===== src/rtl/sft_pkg.sv =====
package sft_pkg;

   typedef enum logic [1:0] {
      TRIG_HALF    = 2'b00,
      TRIG_QUARTER = 2'b01,
      TRIG_EIGHTH  = 2'b10,
      TRIG_DRAINED = 2'b11
   } trig_code_e;

   typedef struct packed {
      trig_code_e trig;
      logic       tx_flush;
      logic       rx_flush;
      logic       loop_en;
   } ctrl_t;

   // bit positions in the control word
   localparam int unsigned CW_TRIG_LSB = 4;
   localparam int unsigned CW_TXF_BIT  = 2;
   localparam int unsigned CW_RXF_BIT  = 1;
   localparam int unsigned CW_LOOP_BIT = 0;
   localparam int unsigned CW_MIN_W    = 6;

   function automatic int unsigned trig_level(trig_code_e code, int unsigned depth);
      case (code)
         TRIG_HALF:    return depth / 2;
         TRIG_QUARTER: return depth / 4;
         TRIG_EIGHTH:  return depth / 8;
         default:      return 0;
      endcase
   endfunction

endpackage


===== src/rtl/sft_ctrl_regs.sv =====
module sft_ctrl_regs
   import sft_pkg::*;
#(
   parameter int unsigned CFG_W = 8
) (
   input  logic             clk,
   input  logic             rst_n,
   input  logic             we,
   input  logic [CFG_W-1:0] wdata,
   output ctrl_t            ctrl,
   output logic [CFG_W-1:0] rdata
);

   initial begin
      assert (CFG_W >= CW_MIN_W)
         else $error("sft_ctrl_regs: CFG_W must be at least %0d", CW_MIN_W);
   end

   ctrl_t ctrl_q;
   logic  unused_wbits;

   assign unused_wbits = ^{wdata[CFG_W-1:CW_TRIG_LSB+2], wdata[CW_TXF_BIT+1]};

   always_ff @(posedge clk or negedge rst_n) begin
      if (!rst_n) begin
         ctrl_q <= '0;
      end else if (we) begin
         ctrl_q.trig     <= trig_code_e'(wdata[CW_TRIG_LSB +: 2]);
         ctrl_q.tx_flush <= wdata[CW_TXF_BIT];
         ctrl_q.rx_flush <= wdata[CW_RXF_BIT];
         ctrl_q.loop_en  <= wdata[CW_LOOP_BIT];
      end
   end

   always_comb begin
      rdata                      = '0;
      rdata[CW_TRIG_LSB +: 2]    = ctrl_q.trig;
      rdata[CW_TXF_BIT]          = ctrl_q.tx_flush;
      rdata[CW_RXF_BIT]          = ctrl_q.rx_flush;
      rdata[CW_LOOP_BIT]         = ctrl_q.loop_en;
   end

   assign ctrl = ctrl_q;

endmodule


===== src/rtl/sft_fifo.sv =====
module sft_fifo #(
   parameter  int unsigned DATA_W = 8,
   parameter  int unsigned DEPTH  = 16,
   localparam int unsigned AW     = $clog2(DEPTH),
   localparam int unsigned CW     = AW + 1
) (
   input  logic              clk,
   input  logic              rst_n,
   input  logic              flush,
   input  logic              push,
   input  logic [DATA_W-1:0] wdata,
   input  logic              pop,
   output logic [DATA_W-1:0] rdata,
   output logic [CW-1:0]     count,
   output logic              full,
   output logic              empty
);

   initial begin
      assert (DEPTH >= 8 && (DEPTH & (DEPTH - 1)) == 0)
         else $error("sft_fifo: DEPTH must be a power of two of at least 8");
      assert (DATA_W >= 1)
         else $error("sft_fifo: DATA_W must be positive");
   end

   localparam logic [CW-1:0] CNT_FULL = CW'(DEPTH);

   logic [DATA_W-1:0] mem [DEPTH];
   logic [AW-1:0]     wr_ptr;
   logic [AW-1:0]     rd_ptr;
   logic [CW-1:0]     cnt_q;
   logic [DATA_W-1:0] rdata_q;
   logic              push_ok;
   logic              pop_ok;
   logic [CW-1:0]     cnt_inc;
   logic [CW-1:0]     cnt_dec;

   assign full    = (cnt_q == CNT_FULL);
   assign empty   = (cnt_q == '0);
   assign push_ok = push & ~flush & ~full;
   assign pop_ok  = pop  & ~flush & ~empty;
   assign cnt_inc = {{(CW-1){1'b0}}, push_ok};
   assign cnt_dec = {{(CW-1){1'b0}}, pop_ok};

   always_ff @(posedge clk or negedge rst_n) begin
      if (!rst_n) begin
         wr_ptr  <= '0;
         rd_ptr  <= '0;
         cnt_q   <= '0;
         rdata_q <= '0;
      end else if (flush) begin
         wr_ptr  <= '0;
         rd_ptr  <= '0;
         cnt_q   <= '0;
      end else begin
         if (push_ok) wr_ptr <= wr_ptr + 1'b1;
         if (pop_ok) begin
            rd_ptr  <= rd_ptr + 1'b1;
            rdata_q <= mem[rd_ptr];
         end
         cnt_q <= cnt_q + cnt_inc - cnt_dec;
      end
   end

   always_ff @(posedge clk) begin
      if (push_ok) mem[wr_ptr] <= wdata;
   end

   assign rdata = rdata_q;
   assign count = cnt_q;

endmodule


===== src/rtl/sft_trig_cmp.sv =====
module sft_trig_cmp
   import sft_pkg::*;
#(
   parameter  int unsigned DEPTH = 16,
   localparam int unsigned CW    = $clog2(DEPTH) + 1
) (
   input  trig_code_e    code,
   input  logic [CW-1:0] count,
   output logic          flag
);

   localparam logic [CW-1:0] LVL_HALF    = CW'(trig_level(TRIG_HALF,    DEPTH));
   localparam logic [CW-1:0] LVL_QUARTER = CW'(trig_level(TRIG_QUARTER, DEPTH));
   localparam logic [CW-1:0] LVL_EIGHTH  = CW'(trig_level(TRIG_EIGHTH,  DEPTH));
   localparam logic [CW-1:0] LVL_DRAINED = CW'(trig_level(TRIG_DRAINED, DEPTH));

   logic [CW-1:0] level;

   always_comb begin
      case (code)
         TRIG_HALF:    level = LVL_HALF;
         TRIG_QUARTER: level = LVL_QUARTER;
         TRIG_EIGHTH:  level = LVL_EIGHTH;
         default:      level = LVL_DRAINED;
      endcase
   end

   assign flag = (count <= level);

endmodule


===== src/rtl/sft_loop_mux.sv =====
module sft_loop_mux #(
   parameter bit MUTE_TX = 1'b1
) (
   input  logic loop_en,
   input  logic ser_txd_in,
   input  logic rxd_pin,
   output logic txd_pin,
   output logic ser_rxd_out
);

   assign ser_rxd_out = loop_en ? ser_txd_in : rxd_pin;

   generate
      if (MUTE_TX) begin : g_mute
         assign txd_pin = loop_en ? 1'b1 : ser_txd_in;
      end else begin : g_mirror
         assign txd_pin = ser_txd_in;
      end
   endgenerate

endmodule


===== src/rtl/serial_fifo_trig.sv =====
module serial_fifo_trig
   import sft_pkg::*;
#(
   parameter  int unsigned DATA_W  = 8,
   parameter  int unsigned DEPTH   = 16,
   parameter  int unsigned CFG_W   = 8,
   parameter  bit          MUTE_TX = 1'b1,
   localparam int unsigned CW      = $clog2(DEPTH) + 1
) (
   input  logic              clk,
   input  logic              rst_n,
   input  logic              cfg_we,
   input  logic [CFG_W-1:0]  cfg_wdata,
   output logic [CFG_W-1:0]  cfg_rdata,
   input  logic              tx_push,
   input  logic [DATA_W-1:0] tx_wdata,
   output logic              tx_full,
   input  logic              tx_pop,
   output logic [DATA_W-1:0] tx_rdata,
   output logic [CW-1:0]     tx_count,
   output logic              tx_empty,
   output logic              tx_trig,
   input  logic              rx_push,
   input  logic [DATA_W-1:0] rx_wdata,
   output logic              rx_full,
   input  logic              rx_pop,
   output logic [DATA_W-1:0] rx_rdata,
   output logic [CW-1:0]     rx_count,
   output logic              rx_empty,
   input  logic              ser_txd_in,
   output logic              txd_pin,
   input  logic              rxd_pin,
   output logic              ser_rxd_out
);

   ctrl_t ctrl;
   logic  tx_flush_w;
   logic  rx_flush_w;
   logic  loop_en_w;

   assign tx_flush_w = ctrl.tx_flush;
   assign rx_flush_w = ctrl.rx_flush;
   assign loop_en_w  = ctrl.loop_en;

   sft_ctrl_regs #(.CFG_W(CFG_W)) u_regs (
      .clk   (clk),
      .rst_n (rst_n),
      .we    (cfg_we),
      .wdata (cfg_wdata),
      .ctrl  (ctrl),
      .rdata (cfg_rdata)
   );

   sft_fifo #(.DATA_W(DATA_W), .DEPTH(DEPTH)) u_tx_fifo (
      .clk   (clk),
      .rst_n (rst_n),
      .flush (tx_flush_w),
      .push  (tx_push),
      .wdata (tx_wdata),
      .pop   (tx_pop),
      .rdata (tx_rdata),
      .count (tx_count),
      .full  (tx_full),
      .empty (tx_empty)
   );

   sft_fifo #(.DATA_W(DATA_W), .DEPTH(DEPTH)) u_rx_fifo (
      .clk   (clk),
      .rst_n (rst_n),
      .flush (rx_flush_w),
      .push  (rx_push),
      .wdata (rx_wdata),
      .pop   (rx_pop),
      .rdata (rx_rdata),
      .count (rx_count),
      .full  (rx_full),
      .empty (rx_empty)
   );

   sft_trig_cmp #(.DEPTH(DEPTH)) u_trig (
      .code  (ctrl.trig),
      .count (tx_count),
      .flag  (tx_trig)
   );

   sft_loop_mux #(.MUTE_TX(MUTE_TX)) u_loop (
      .loop_en     (loop_en_w),
      .ser_txd_in  (ser_txd_in),
      .rxd_pin     (rxd_pin),
      .txd_pin     (txd_pin),
      .ser_rxd_out (ser_rxd_out)
   );

endmodule


===== config.mk =====
export PLATFORM = sky130hd
export DESIGN_NAME = serial_fifo_trig
export DESIGN_NICKNAME = d
export VERILOG_FILES = /design/src/rtl/sft_pkg.sv /design/src/rtl/sft_ctrl_regs.sv /design/src/rtl/sft_fifo.sv /design/src/rtl/sft_trig_cmp.sv /design/src/rtl/sft_loop_mux.sv /design/src/rtl/serial_fifo_trig.sv
export SDC_FILE = /design/constraint.sdc
export NUM_CORES = 1
export LEC_CHECK = 0
export CAP_MARGIN = 20
export CORE_AREA = 2 2 228 230
export DETAILED_ROUTE_END_ITERATION = 8
export DIE_AREA = 0 0 230 232
export PLACE_DENSITY = 0.51
export SETUP_SLACK_MARGIN = 0.02
export SLEW_MARGIN = 20
export SYNTH_ARGS = -nofsm -noshare
export SYNTH_HDL_FRONTEND = slang
export SYNTH_SLANG_ARGS = --single-unit

===== constraint.sdc =====
create_clock -name clk -period 3.62 [get_ports clk]
set_clock_uncertainty 0.15 [all_clocks]
set_input_delay 0.724 -clock clk [delete_from_list [all_inputs] [get_ports clk]]
set_output_delay 0.724 -clock clk [all_outputs]
set_load 0.02 [all_outputs]

==> run summary <==
run status: finished, final reports clean
minimum clock period: 3.47 ns
ANT cells: 0
overall routing resource usage: 9.55%
Finished Layout Cells: 1488
routed wire length: 25400 um
Ys Warns: 0
effective utilization at floorplan: 24.8%
synthesized area per cell: 18.6 um^2
DP HPWL: 16400 um
Pleak: 5.25 nW
critical path startpoint category: flip-flop
post-route setup slack: 0.155 ns
DRC: 0
crit path max fanout: 6
Power Total: 9.74 mW
number of cells on the worst reg-to-reg path: 14
post-synthesis compound-gate area fraction: 3.33%
simple-gate portion of the synthesized area: 4.82%
post-synthesis instance total: 677
Vias/cell: 4.23
power density cells: 641 mW/mm^2
max-slew violations: 0
main combinational cell family by area after synthesis: multiplexers
Routed Antenna Nets: 0
Hold Vio Cnt, Final: 0
grt total ovfl: 0
io pins: 74
post-synthesis mux area share: 14.7%
final worst-path cycle share: 95.7%
final setup vio count: 0
Core Area: 0.0509 mm^2
share of cells above drive strength 1: 14.7%
setup_tns: 0 ns
async set-reset flop share out of synthesis: 15.5%
Worst R2R End: u_tx_fifo.count[4]$_DFF_PN0_
ys flop type: edfxtp_1
post-synthesis adder-cell area fraction: 2.80%
vias in the first global route: 6684
die area: 0.0534 mm^2
CTS tree: built
Rows: 83
initial antenna violation count: 1
R2R setup slack: 0.43 ns
die span in x: 230 um
Max clock buf depth: 3
register area share after synthesis: 70.3%
htree depth: 1
Port Buffer Count: 67
maximum clock rate: 289 MHz
first-pass GRT wire length: 39600 um
placed cell count: 1435
CP Class: flip-flop to primary output
clock sink count: 303
root buffer cell: clkbuf_16
number of synthesized flops with an enable pin: 256
synthesis-stage register bit count: 303
Final GP Congestion: 0.710
RSZ-0062 raised after global routing: no
Slew HR: 44.9%
Distinct cells, synth: 39
Area Overhead vs Synth: 20.6%
worst vdd ir: 294 uV
Synth Area in XOR/XNOR: 1.11%
largest net degree at the start of global routing: 34
die height: 232 um
Worst Hold Class: input port to asynchronous set/reset pin
max-cap violation count: 0
total CTS buffers: 29
Slew @ Worst Pin: 0.826 ns
r2r startpoint: u_tx_fifo.count[3]$_DFF_PN0_
initial drt markers: 329
vias: 6294
pre-CTS setup slack: 0.459 ns
Clock Pin Slew Worst Setup and Hold Paths: 0.06 ns
data required time of the worst path: 2.75 ns
Crit. End Element: primary output
cell area after synthesis: 0.0126 mm^2
crit path DAT: 2.59 ns
wire per inst: 17.0 um
First-pass DRT Iterations: 4
latest clock arrival within the worst-skew pair: 0.56 ns
Setup Buffers After CTS: 0
nets: 846
## synth_stat cells (13+ instances only)
cell / count / area (um^2)
dfrtp_1: 47 / 1180
ha_1: 25 / 313
inv_1: 26 / 97.6
o22ai_1: 16 / 100
a211oi_1: 16 / 120
nor2_1: 40 / 150
mux4_2: 16 / 360
mux4_1: 48 / 1260
a21o_1: 18 / 135
mux2i_1: 16 / 160
nand3_1: 13 / 65.1
edfxtp_1: 256 / 7690
nand2_1: 17 / 63.8
## cell usage in the layout, fill, tap and decap left out, types with 3 or more instances in the layout
cell / synthesis / final
clkbuf_16: 0 / 29
inv_1: 26 / 26
mux4_1: 48 / 48
nand2_1: 17 / 17
or2_2: 4 / 4
nor3b_1: 4 / 4
nor2_1: 40 / 40
dfrtp_1: 47 / 45
clkdlybuf4s50_1: 0 / 66
a211oi_1: 16 / 16
o22ai_1: 16 / 16
nand3_1: 13 / 13
edfxtp_1: 256 / 256
conb_1: 1 / 3
buf_4: 12 / 48
mux4_2: 16 / 16
mux2_2: 6 / 6
nor2b_1: 8 / 8
ha_1: 25 / 25
mux2i_1: 16 / 16
xor2_1: 12 / 12
clkinv_1: 0 / 5
a21oi_1: 9 / 9
bufinv_16: 0 / 5
clkbuf_1: 8 / 11
xnor2_1: 4 / 4
a21o_1: 18 / 18
nand2b_1: 8 / 8
and3_1: 4 / 4
nor3_1: 10 / 10
## cell families after synthesis
family / after synthesis
buf+inv: 66
mux: 86
xor+xnor: 16
fa+ha+maj: 27
compound gates: 62
simple gates: 116
flops: 303
other cells: 1
## per-layer routing
layer	up-vias	wire length, um	track usage [%]
li1	2896	-	-
met1	3247	11600	12.4
met2	109	12200	16.1
met3	40	1060	1.77
met4	2	492	3.04
met5	-	13	0
## how the worst max path moves through the flow
stage	startpoint	endpoint	slack [ns]	depth (start not counted)
2_1_floorplan	u_tx_fifo.count[3]$_DFF_PN0_	u_tx_fifo.count[4]$_DFF_PN0_	0.47	16
3_3_place_gp	u_tx_fifo.count[3]$_DFF_PN0_	u_tx_fifo.count[4]$_DFF_PN0_	0.50	14
3_5_place_dp	u_tx_fifo.count[3]$_DFF_PN0_	u_tx_fifo.count[4]$_DFF_PN0_	0.46	14
4_1_cts	u_tx_fifo.count[3]$_DFF_PN0_	tx_empty	0.08	5
5_1_grt	u_tx_fifo.count[3]$_DFF_PN0_	tx_empty	0.03	5
6_report	u_tx_fifo.count[3]$_DFF_PN0_	tx_empty	0.15	5
## worst max-delay path, stage by stage, from the launching register on
cell             delay (ns)
dfrtp_1                0.42
inv_1                  0.10
ha_1                   0.17
or4b_1                 0.61
inv_1                  0.13
clkdlybuf4s50_1        0.61
## where the power goes
group          switching [mW]  total (mW)  internal (mW)
clock network            1.25        3.08           1.83
logic                    1.20        2.39           1.19
registers               0.244        4.27           4.03
## through the flow
stage          util [%]  cell area (um^2)  hold slack, ns
3_5_place_dp       28.0             14200           0.319
2_1_floorplan         -             12600           0.278
5_1_grt            29.9             15200           0.116
4_1_cts            29.9             15200          0.0941
6_report           29.9             15200          0.0827
3_3_place_gp       28.0             14200           0.314
## layout make-up
cell class | count | area, um^2
clock inverter | 13 | 188
multi-input combinational | 310 | 3390
tap | 680 | 851
inverter | 26 | 97.6
timing repair buffer | 116 | 1050
fill | 5040 | 35700
clock buffer | 40 | 767
sequential | 303 | 8870
## sequential cells by signal, indices dropped and copies added (netlist names)
name	cells
u_regs.ctrl	5
u_rx_fifo.count	5
u_rx_fifo.mem	128
u_rx_fifo.rd_ptr	4
u_rx_fifo.rdata	8
u_rx_fifo.wr_ptr	4
u_tx_fifo.count	5
u_tx_fifo.mem	128
u_tx_fifo.rd_ptr	4
u_tx_fifo.rdata	8
u_tx_fifo.wr_ptr	4
## repair_timing
action	in CTS	in global routing
hold buffers	0	0
endpoints found under the setup margin	0	1
resized for setup	0	1
hold endpoints to repair	0	0
Power figures use the tool's default switching activity.
